File: src/rtl/hbl_pkg.sv
package hbl_pkg;
  typedef enum logic [2:0] {
    ST_MAGIC,
    ST_RELOC,
    ST_CNT,
    ST_ADDR,
    ST_DATA,
    ST_DONE,
    ST_FIN
  } hbl_state_e;
endpackage

File: src/rtl/hbl_strobe_sync.sv
module hbl_strobe_sync #(
  parameter int STAGES = 2
) (
  input  logic clk_i,
  input  logic rst_ni,
  input  logic strobe_i,
  output logic rise_o
);
  logic [STAGES:0] sh_q;

  always_ff @(posedge clk_i or negedge rst_ni) begin
    if (!rst_ni) sh_q <= '0;
    else         sh_q <= {sh_q[STAGES-1:0], strobe_i};
  end

  // last synchronized stage vs. one extra delay
  assign rise_o = sh_q[STAGES-1] & ~sh_q[STAGES];
endmodule

File: src/rtl/hbl_addr_match.sv
module hbl_addr_match #(
  parameter int HAW = 12,
  parameter int BW  = 8,
  localparam int OW = HAW - BW,
  parameter logic [OW-1:0] OFS = 4'hE
) (
  input  logic [HAW-1:0] addr_i,
  input  logic [BW-1:0]  base_i,
  output logic           match_o
);
  assign match_o = (addr_i == {base_i, OFS});
endmodule

File: src/rtl/hbl_word_asm.sv
module hbl_word_asm #(
  parameter int DW = 16,
  parameter int WW = 24
) (
  input  logic          clk_i,
  input  logic          rst_ni,
  input  logic          en_i,
  input  logic          stb_i,
  input  logic [DW-1:0] data_i,
  output logic          valid_o,
  output logic [WW-1:0] word_o
);
  localparam int HW = WW - DW;

  logic          half_q;
  logic [DW-1:0] lo_q;

  always_ff @(posedge clk_i or negedge rst_ni) begin
    if (!rst_ni) begin
      half_q <= 1'b0;
      lo_q   <= '0;
    end else if (en_i && stb_i) begin
      if (!half_q) begin
        lo_q   <= data_i;
        half_q <= 1'b1;
      end else begin
        half_q <= 1'b0;
      end
    end
  end

  assign valid_o = en_i & stb_i & half_q;
  assign word_o  = {data_i[HW-1:0], lo_q};
endmodule

File: src/rtl/host_boot_loader.sv
module host_boot_loader
  import hbl_pkg::*;
#(
  parameter int HAW         = 12,
  parameter int HDW         = 16,
  parameter int AW          = 24,
  parameter int BW          = 8,
  parameter int SYNC_STAGES = 2,
  parameter int MAGIC_REPS  = 32,
  parameter logic [BW-1:0]      BASE_RST     = 8'h2F,
  parameter logic [HAW-BW-1:0]  REG_OFS      = 4'hE,
  parameter logic [HDW-1:0]     MAGIC        = 16'h0037,
  parameter logic [HDW-1:0]     READY_STATUS = 16'h0013
) (
  input  logic           clk_i,
  input  logic           rst_ni,
  input  logic [HAW-1:0] host_addr_i,
  input  logic [HDW-1:0] host_data_i,
  input  logic           host_wr_i,
  output logic [HDW-1:0] host_rdata_o,
  output logic           ram_we_o,
  output logic [AW-1:0]  ram_addr_o,
  output logic [AW-1:0]  ram_wdata_o,
  output logic           done_o,
  output logic [AW-1:0]  start_addr_o
);
  localparam int OW  = HAW - BW;
  localparam int MCW = $clog2(MAGIC_REPS + 1);
  localparam logic [MCW-1:0] MC_LAST = MCW'(MAGIC_REPS - 1);

  hbl_state_e     state_q;
  logic [BW-1:0]  base_q;
  logic [MCW-1:0] mcnt_q;
  logic [AW-1:0]  remain_q, waddr_q, start_q;
  logic [AW-1:0]  ram_addr_q, ram_wdata_q;
  logic           ram_we_q, done_q;

  logic           wr_rise, hit, acc, load_phase, wvalid, ready;
  logic [AW-1:0]  word;

  hbl_strobe_sync #(.STAGES(SYNC_STAGES)) u_sync (
    .clk_i    (clk_i),
    .rst_ni   (rst_ni),
    .strobe_i (host_wr_i),
    .rise_o   (wr_rise)
  );

  hbl_addr_match #(.HAW(HAW), .BW(BW), .OFS(REG_OFS)) u_match (
    .addr_i  (host_addr_i),
    .base_i  (base_q),
    .match_o (hit)
  );

  assign acc        = wr_rise & hit;
  assign load_phase = (state_q == ST_CNT) || (state_q == ST_ADDR) || (state_q == ST_DATA);

  hbl_word_asm #(.DW(HDW), .WW(AW)) u_asm (
    .clk_i   (clk_i),
    .rst_ni  (rst_ni),
    .en_i    (load_phase),
    .stb_i   (acc),
    .data_i  (host_data_i),
    .valid_o (wvalid),
    .word_o  (word)
  );

  always_ff @(posedge clk_i or negedge rst_ni) begin
    if (!rst_ni) begin
      state_q     <= ST_MAGIC;
      base_q      <= BASE_RST;
      mcnt_q      <= '0;
      remain_q    <= '0;
      waddr_q     <= '0;
      start_q     <= '0;
      ram_we_q    <= 1'b0;
      ram_addr_q  <= '0;
      ram_wdata_q <= '0;
      done_q      <= 1'b0;
    end else begin
      ram_we_q <= 1'b0;
      done_q   <= 1'b0;
      unique case (state_q)
        ST_MAGIC: if (acc) begin
          if (host_data_i != MAGIC) begin
            mcnt_q <= '0;
          end else if (mcnt_q == MC_LAST) begin
            mcnt_q  <= '0;
            state_q <= ST_RELOC;
          end else begin
            mcnt_q <= mcnt_q + 1'b1;
          end
        end
        ST_RELOC: if (acc) begin
          base_q  <= host_data_i[HAW-1:OW];
          state_q <= ST_CNT;
        end
        ST_CNT: if (wvalid) begin
          remain_q <= word;
          state_q  <= ST_ADDR;
        end
        ST_ADDR: if (wvalid) begin
          start_q <= word;
          waddr_q <= word;
          state_q <= (remain_q == '0) ? ST_DONE : ST_DATA;
        end
        ST_DATA: if (wvalid) begin
          ram_we_q    <= 1'b1;
          ram_addr_q  <= waddr_q;
          ram_wdata_q <= word;
          waddr_q     <= waddr_q + 1'b1;
          remain_q    <= remain_q - 1'b1;
          if (remain_q == AW'(1)) state_q <= ST_DONE;
        end
        ST_DONE: begin
          done_q  <= 1'b1;
          state_q <= ST_FIN;
        end
        default: ;
      endcase
    end
  end

  assign ready        = (state_q != ST_MAGIC) && (state_q != ST_RELOC);
  assign host_rdata_o = hit ? (ready ? READY_STATUS : '0) : '0;
  assign ram_we_o     = ram_we_q;
  assign ram_addr_o   = ram_addr_q;
  assign ram_wdata_o  = ram_wdata_q;
  assign done_o       = done_q;
  assign start_addr_o = start_q;
endmodule

File: config.mk
export PLATFORM = sky130hd
export DESIGN_NAME = host_boot_loader
export DESIGN_NICKNAME = d
export VERILOG_FILES = /design/src/rtl/hbl_pkg.sv /design/src/rtl/hbl_strobe_sync.sv /design/src/rtl/hbl_addr_match.sv /design/src/rtl/hbl_word_asm.sv /design/src/rtl/host_boot_loader.sv
export SDC_FILE = /design/constraint.sdc
export NUM_CORES = 1
export LEC_CHECK = 0
export BUFFER_PORTS_ARGS = -buffer_cell sky130_fd_sc_hd__clkbuf_2
export CAP_MARGIN = 5
export CORE_ASPECT_RATIO = 2
export CORE_MARGIN = 1
export CORE_UTILIZATION = 50
export DETAILED_ROUTE_END_ITERATION = 12
export PLACE_DENSITY = 0.72
export SYNTH_ARGS = -nofsm -noshare
export SYNTH_HDL_FRONTEND = slang
export SYNTH_SLANG_ARGS = --single-unit
File: constraint.sdc
create_clock -name clk_i -period 5.2 [get_ports clk_i]
set_input_delay 0.26 -clock clk_i [delete_from_list [all_inputs] [get_ports clk_i]]
set_output_delay 0.26 -clock clk_i [all_outputs]
set_load 0.01 [all_outputs]
==> results of run 1 <==
## cell families (layout without fill, tap and decap cells)
logic type                 after synthesis  after routing
AOI/OAI and AO/OA                      170            170
xor gates and xnor gates                10             10
adders and majority gates                4              4
buffers and inverters                   67            155
DFF                                    159            159
muxes                                   48             48
other                                    1             13
and+or+nand+nor                        335            335
## registers in the layout, indices dropped and copies added, names as in the netlist
| signal | count |
|---|---|
| ram_addr_o | 24 |
| ram_wdata_o | 24 |
| remain_q | 24 |
| start_addr_o | 24 |
| waddr_q | 24 |
| u_asm.lo_q | 16 |
| base_q | 8 |
| mcnt_q | 6 |
| state_q | 3 |
| u_sync.sh_q | 3 |
| done_o | 1 |
| ram_we_o | 1 |
| u_asm.half_q | 1 |
## power by group through the flow
stage                     registers, mW  logic (mW)  clock network [mW]
final                              1.24      0.0683                1.25
after CTS                          1.24      0.0710                1.28
after detailed placement           1.26      0.0692                   0
after floorplan                    1.26      0.0253                   0
after global placement             1.26      0.0688                   0
after global routing               1.24      0.0772                1.32
## metal layers
| layer | global-route usage (%) | vias up | part of all wire [%] |
|---|---|---|---|
| li1 | - | 2921 | - |
| met1 | 28.2 | 3040 | 38 |
| met2 | 43.6 | 208 | 53 |
| met3 | 4.93 | 52 | 4.9 |
| met4 | 15.2 | 0 | 4.6 |
| met5 | 0 | - | 0 |
## metrics by stage
stage / instance area, sq um / hold slack (ns) / instances / setup slack [ns]
final: 8890 / 0.0811 / 1089 / 2.48
after detailed placement: 8270 / 0.343 / 1056 / 2.50
after global routing: 8890 / 0.0702 / 1089 / 2.27
after floorplan: 7740 / -0.0356 / 806 / 3.03
after CTS: 8890 / 0.0615 / 1089 / 2.51
after global placement: 8270 / 0.335 / 1056 / 2.61
## how the worst min path moves through the flow
stage	endpoint	startpoint	slack, ns
2_1_floorplan	base_q[4]	rst_ni	-0.04
3_3_place_gp	u_sync.sh_q[1]	u_sync.sh_q[0]	0.33
3_5_place_dp	u_sync.sh_q[1]	u_sync.sh_q[0]	0.34
4_1_cts	u_asm.lo_q[15]	host_data_i[15]	0.06
5_1_grt	u_asm.lo_q[15]	host_data_i[15]	0.07
6_report	u_asm.lo_q[12]	host_data_i[12]	0.08
## cell usage after synthesis, drive strengths merged, types with 4 or more instances
cell type	instances	area, sq um
or4	4	33.8
mux2	48	578
a31oi	12	75.1
clkbuf	24	90.1
nand2b	4	25.0
o21a	4	30.0
o21ai	45	229
or3	7	45.1
nand3	20	100
o2bb2ai	6	52.6
buf	33	220
nand4	5	52.6
inv	10	37.5
nand2	189	709
o22ai	9	56.3
nor3	21	133
nor2b	4	25.0
ha	4	50.1
and4	4	35.0
dfstp	5	131
o22a	10	87.6
dfrtp	154	3850
nor4	8	95.1
xor2	8	70.1
a21oi	61	305
nor2	48	180
and3	5	31.3
## what timing repair did
action / CTS / global route
gates resized for setup: 0 / 0
buffers inserted: 0 / 0
hold buffers: 2 / 0
endpoints found under the hold margin: 93 / 0
## critical path, cell delays in order (launching register included)
cell       delay [ns]
dfstp_2          0.53
xor2_1           0.06
nor2_1           0.29
nand4_2          0.36
nor3_4           0.91
o21ai_0          0.23
o2bb2ai_1        0.19
## layout make-up
| cell class | count | area, sq um | share of cell area [%] |
|---|---|---|---|
| clock buffer | 20 | 467 | 5.25 |
| tap | 195 | 244 | 2.75 |
| inverter | 10 | 37.5 | 0.422 |
| clock inverter | 11 | 130 | 1.46 |
| multi-input combinational | 580 | 3420 | 38.5 |
| sequential | 159 | 3990 | 44.8 |
| timing repair buffer | 114 | 599 | 6.74 |
==> summary.txt, run 1 <==
Status
  • Outcome: finished, final reports clean

Route
  • Remaining DRCs: 0
  • First DRT Iteration DRCs: 341
  • Detailed Route WL: 18.9 mm
  • Post-DR vias/cell: about 5.7
  • TritonRoute pass-1 iters: 4
  • Total number of vias: between 6000 and 7000
  • Remaining antenna violation count: 0
  • Wire length per cell: 17.4 um

STA
  • Skew final: 0.0136 ns
  • Count of final setup violators: 0
  • Final hold vios: 0
  • Worst-Margin Slew: 1.18 ns
  • F_max: 368 MHz
  • Period Utilization, post-route: 52.3%
  • Slew Limit Fails: 0
  • Fin Setup TNS: 0 ns
  • RSZ-0062 raised after global routing: false
  • Final Critical Period: about 2.7 ns
  • Max transition margin: 20.9%

Clock network
  • Bufs on Longest Clock Path: 2
  • CTS sink count: 159
  • CTS tree: yes
  • Clock root buffer: clkbuf_16
  • H-tree depth: 4
  • Reg clk slew, reported paths: 0.06 ns
  • Worst-skew pair later-pin latency: 0.43 ns
  • Num CTS Buffers: 17

Power
  • Leak pwr: 4.41 nW
  • Clock share of power: between 40% and 50%
  • Internal: around 2 mW
  • Peak VDD IR: 0.249 mV
  • Logic pwr share: roughly 2.7%
  • Sw Share: 21.8%
  • Pwr Total: approximately 2.6 mW
  • Seq pwr share: 48.4%
  • PwrDens: 288 nW/um^2
  • NetSw: 0.557 mW

Global route
  • Initial antenna violation count: 0
  • Vias in the first global route: between 5000 and 6000
  • Grt ovf: 0
  • Global-route wire length before repair: 30.7 mm
  • Total GRT Usage: between 20% and 30%
  • Largest net degree at the start of global routing: between 90 and 100

Cells and area
  • Most frequent cells in the layout: nand2_1 (189), dfrtp_1 (154), clkbuf_2 (106), a21oi_1 (61), nor2_1 (47)
  • Share of layout cells above drive strength 1: 24.4%
  • Ant. Diodes: 0
  • Commonest non-fill, non-tap cell in the layout: nand2_1
  • Core Util, Final: 59.7%
  • FILL cells: 1282
  • Area grow syn2layout: 15.4%
  • Post-layout nets: 917

Logic synthesis
  • Ys Warns: 0
  • Xor and xnor area share after synthesis: between 1 and 1.5%
  • Post-synthesis mux area share: under 10%
  • Synth cell types: 66
  • Mapped cell area: 7700 sq um
  • EDFF count, synth: 0
  • Mapped Cells: 794
  • FF+latch count, synth: 159
  • Synth Area in Compound Gates: 13.4%
  • Top FF cell, synth: dfrtp_1
  • Ys async rst share: 100%
  • Register area share after synthesis: between 50% and 60%
  • Simple-gate share of the synthesized area: 20.9%
  • Synth Area in Adders: 0.650%
  • Largest family of logic cells by synthesized area: simple AND/OR/NAND/NOR gates
  • Mean post-synth cell area: 9.70 sq um

Setup path
  • Reg-to-Reg Start: base_q[5]
  • Timing startpoint of the critical path: base_q[5]
  • WP data required: 5.48 ns
  • Critical path capture point: remain_q[20]
  • Critical path class: reg -> reg
  • CP max FO: 28
  • Reg2Reg Depth: 6
  • Setup crit end kind: flop
  • Worst R2R Setup Slack: 2.48 ns
  • Capturing point of the worst reg2reg path: remain_q[20]
  • WP data arrival: 3.00 ns
  • Startpoint types: flop

Floorplan
  • Die Area: 15900 sq um
  • Die X: 89.7 um
  • Count of boundary I/O pins: 121
  • Die Y: about 180 um
  • Site row count: 63
  • Starting density of the core: roughly half
  • Core ar.: 14900 sq um

Hold path
  • Min-delay worst type: in -> reg
  • Hold path depth: 2

Job
  • Max cap viols: 0

Placed design
  • DP HPWL: ~13 mm
  • Port buffer count: around 110
  • Routability Congestion: 0.873
(Power assumes the default switching activity.)
==> run 2, diff against run 1 <==
--- a/config.mk
+++ b/config.mk
@@ -11,7 +11,7 @@
 export CORE_MARGIN = 1
 export CORE_UTILIZATION = 50
 export DETAILED_ROUTE_END_ITERATION = 12
-export PLACE_DENSITY = 0.72
+export PLACE_DENSITY = 0.75
 export SYNTH_ARGS = -nofsm -noshare
 export SYNTH_HDL_FRONTEND = slang
 export SYNTH_SLANG_ARGS = --single-unit
==> constraint.sdc (replaced) <==
create_clock -name clk_i -period 2.45 [get_ports clk_i]
set_input_delay 0.1225 -clock clk_i [delete_from_list [all_inputs] [get_ports clk_i]]
set_output_delay 0.1225 -clock clk_i [all_outputs]
set_load 0.01 [all_outputs]
==> run 2 against run 1 <==
  * Sequential cell count unchanged
  * Total power up 110%
  * Sequential power up 110%
  * Wire length up 5.3%
  * Combinational power up 140%
  * First-iteration DRC count up 29%
  * Die area unchanged
  * Final cell count up 2.5%
  * Clock skew down 0.0017 ns
  * Critical path depth up 1
  * Worst setup slack worse by 2.3 ns
  * Largest cell class unchanged
  * Largest power group unchanged
==> summary.txt, run 2 (synthesis gave the netlist of run 1 again) <==
Power
  • Pwr Total: 5.45 mW (+110%)
  • Peak VDD IR: 0.521 mV (+110%)
  • PwrDens: 596 nW/um^2 (+110%)
  • Leak pwr: 4.55 nW (+3.2%)

Placed design
  • Placed cell area: 8480 sq um (+2.5%)
  • Post-Place Cells: 1077 (+2.0%)
  • Port buffer count: 107 (unchanged)
  • DP Worst Slack: 0.230 ns (-2.27 ns)
  • Routability Congestion: 0.905 (+3.7%)
  • DP HPWL: 13.9 mm (+7.9%)

Cells and area
  • FILL cells: 1236 (-3.6%)
  • Ant. Diodes: 0 (unchanged)
  • Most frequent cells in the layout: nand2_1 (189), dfrtp_1 (154), clkbuf_2 (106), a21oi_1 (61), nor2_1 (47)
  • Non-Filler Instances: 1116 (+2.5%)
  • Area grow syn2layout: 18.7%
  • Commonest non-fill, non-tap cell in the layout: nand2_1
  • Fin area: 9140 sq um (+2.8%)
  • Post-layout nets: 944 (+2.9%)
  • Share of layout cells above drive strength 1: 26.1% (+1.7 points)

Floorplan
  • Core ar.: 14900 sq um (unchanged)
  • Die X: 89.7 um (unchanged)
  • Die Area: 15900 sq um (unchanged)
  • Count of boundary I/O pins: 121 (unchanged)
  • Starting density of the core: 51.7% (unchanged)
  • Site row count: 63 (unchanged)
  • Die Y: 177 um (unchanged)

Clock network
  • Worst-skew pair later-pin latency: 0.43 ns (about the same)
  • CTS sink count: 159 (unchanged)
  • Clock root buffer: clkbuf_16
  • Setup bufs post-CTS: 0 (unchanged)
  • H-tree depth: 4 (unchanged)
  • Bufs on Longest Clock Path: 2 (unchanged)
  • CTS tree: yes
  • Num CTS Buffers: 17 (unchanged)
  • Reg clk slew, reported paths: 0.07 ns (about the same)

Setup path
  • WP data required: 2.79 ns (-2.69 ns)
  • CP max FO: 6 (-79%)
  • Setup crit end kind: flop
  • Startpoint types: primary input
  • WP data arrival: 2.62 ns (-0.38 ns)
  • Critical path class: in -> reg

STA
  • Worst-Margin Slew: 0.536 ns (-0.647 ns)
  • Skew final: 0.0119 ns (-0.00174 ns)
  • RSZ-0062 raised after global routing: false
  • Max transition margin: 64.0% (+43 points)
  • Period Utilization, post-route: 92.9%
  • Count of final setup violators: 0 (unchanged)
  • Final Critical Period: roughly 2.3 ns
  • F_max: 439 MHz
  • Worst Slack Setup Final: 0.174 ns (-2.31 ns)
  • Slew Limit Fails: 0 (unchanged)
  • Final hold vios: 0 (unchanged)
  • Fin Setup TNS: 0 ns (unchanged)

Global route
  • Total GRT Usage: 26.6% (+1.6 points)
  • Global-route wire length before repair: 32.6 mm (+6.1%)
  • Largest net degree at the start of global routing: 79 (-20%)
  • Initial antenna violation count: 0 (unchanged)
  • Vias in the first global route: 6308 (+5.4%)
  • Grt ovf: 0 (unchanged)

Route
  • Total number of vias: 6343 (+2.0%)
  • Post-DR vias/cell: 5.68 (-0.51%)
  • Remaining DRCs: 0 (unchanged)
  • Wire length per cell: 17.9 um (+2.8%)
  • TritonRoute pass-1 iters: 5 (+1)
  • Detailed Route WL: 20.0 mm (+5.3%)
  • First DRT Iteration DRCs: 439 (+29%)
  • Remaining antenna violation count: 0 (unchanged)

Job
  • Max cap viols: 0 (unchanged)

Status
  • Outcome: finished, final reports clean

Hold path
  • Min-delay worst type: in -> reg
## run 2: cell types whose count changed in the layout (fill, tap and decap cells not counted), sizes merged
cell,delta
dlygate4sd3,+6
clkinv,+1
inv,+3
clkbuf,-3
clkinvlp,-1
buf,+21
## run 2: critical path, stage by stage
cell           delay [ns]
dlygate4sd3_1        0.54
clkbuf_2             0.14
or4_1                0.59
nor4_4               0.57
nand2_1              0.10
a2111o_1             0.42
o21ai_1              0.12
## run 2: final cells by class
class | count | area, sq um | share of cell area [%]
sequential | 159 | 3990 | 43.6
multi-input combinational | 580 | 3420 | 37.5
timing repair buffer | 141 | 867 | 9.49
clock buffer | 17 | 425 | 4.65
tap | 195 | 244 | 2.67
clock inverter | 14 | 156 | 1.71
inverter | 10 | 37.5 | 0.411
## run 2: stage by stage
| step | hold slack (ns) | utilization, % |
|---|---|---|
| 2_1_floorplan | -0.173 | - |
| 3_3_place_gp | 0.0683 | 56.9 |
| 3_5_place_dp | 0.0731 | 56.9 |
| 4_1_cts | 0.00310 | 61.4 |
| 5_1_grt | 0.0119 | 61.4 |
| 6_report | 0.0144 | 61.4 |
## run 2: path summary, 6_finish.rpt
path	endpoint	slack (ns)	start	cells past startpoint
hold / removal	u_asm.lo_q[9]	0.01	host_data_i[9]	2
setup reg to reg	remain_q[16]	0.18	remain_q[0]	9
hold reg to reg	u_sync.sh_q[1]	0.35	u_sync.sh_q[0]	0
min in group asynchronous	base_q[7]	0.18	rst_ni	2
setup / recovery	state_q[0]	0.17	host_data_i[8]	7
max in group asynchronous	base_q[3]	1.42	rst_ni	3
## run 2: report_power, final
part / internal [mW] / switching (mW) / total [mW]
sequential: 2.63 / 0.000709 / 2.63
combinational: 0.0493 / 0.116 / 0.166
clock: 1.52 / 1.14 / 2.65
total: 4.19 / 1.26 / 5.45
## run 2: repair_timing
action,CTS,global route
hold buffers,8,0
setup endpoints to repair,0,1
resized for setup,0,1
hold endpoints to repair,54,0
## run 2: layer usage
layer | global-route usage, % | vias to the layer above | wire [um]
li1 | - | 2976 | -
met1 | 28.7 | 3110 | 7370
met2 | 48.9 | 211 | 10900
met3 | 4.07 | 46 | 823
met4 | 15.3 | 0 | 812
met5 | 0 | - | 0
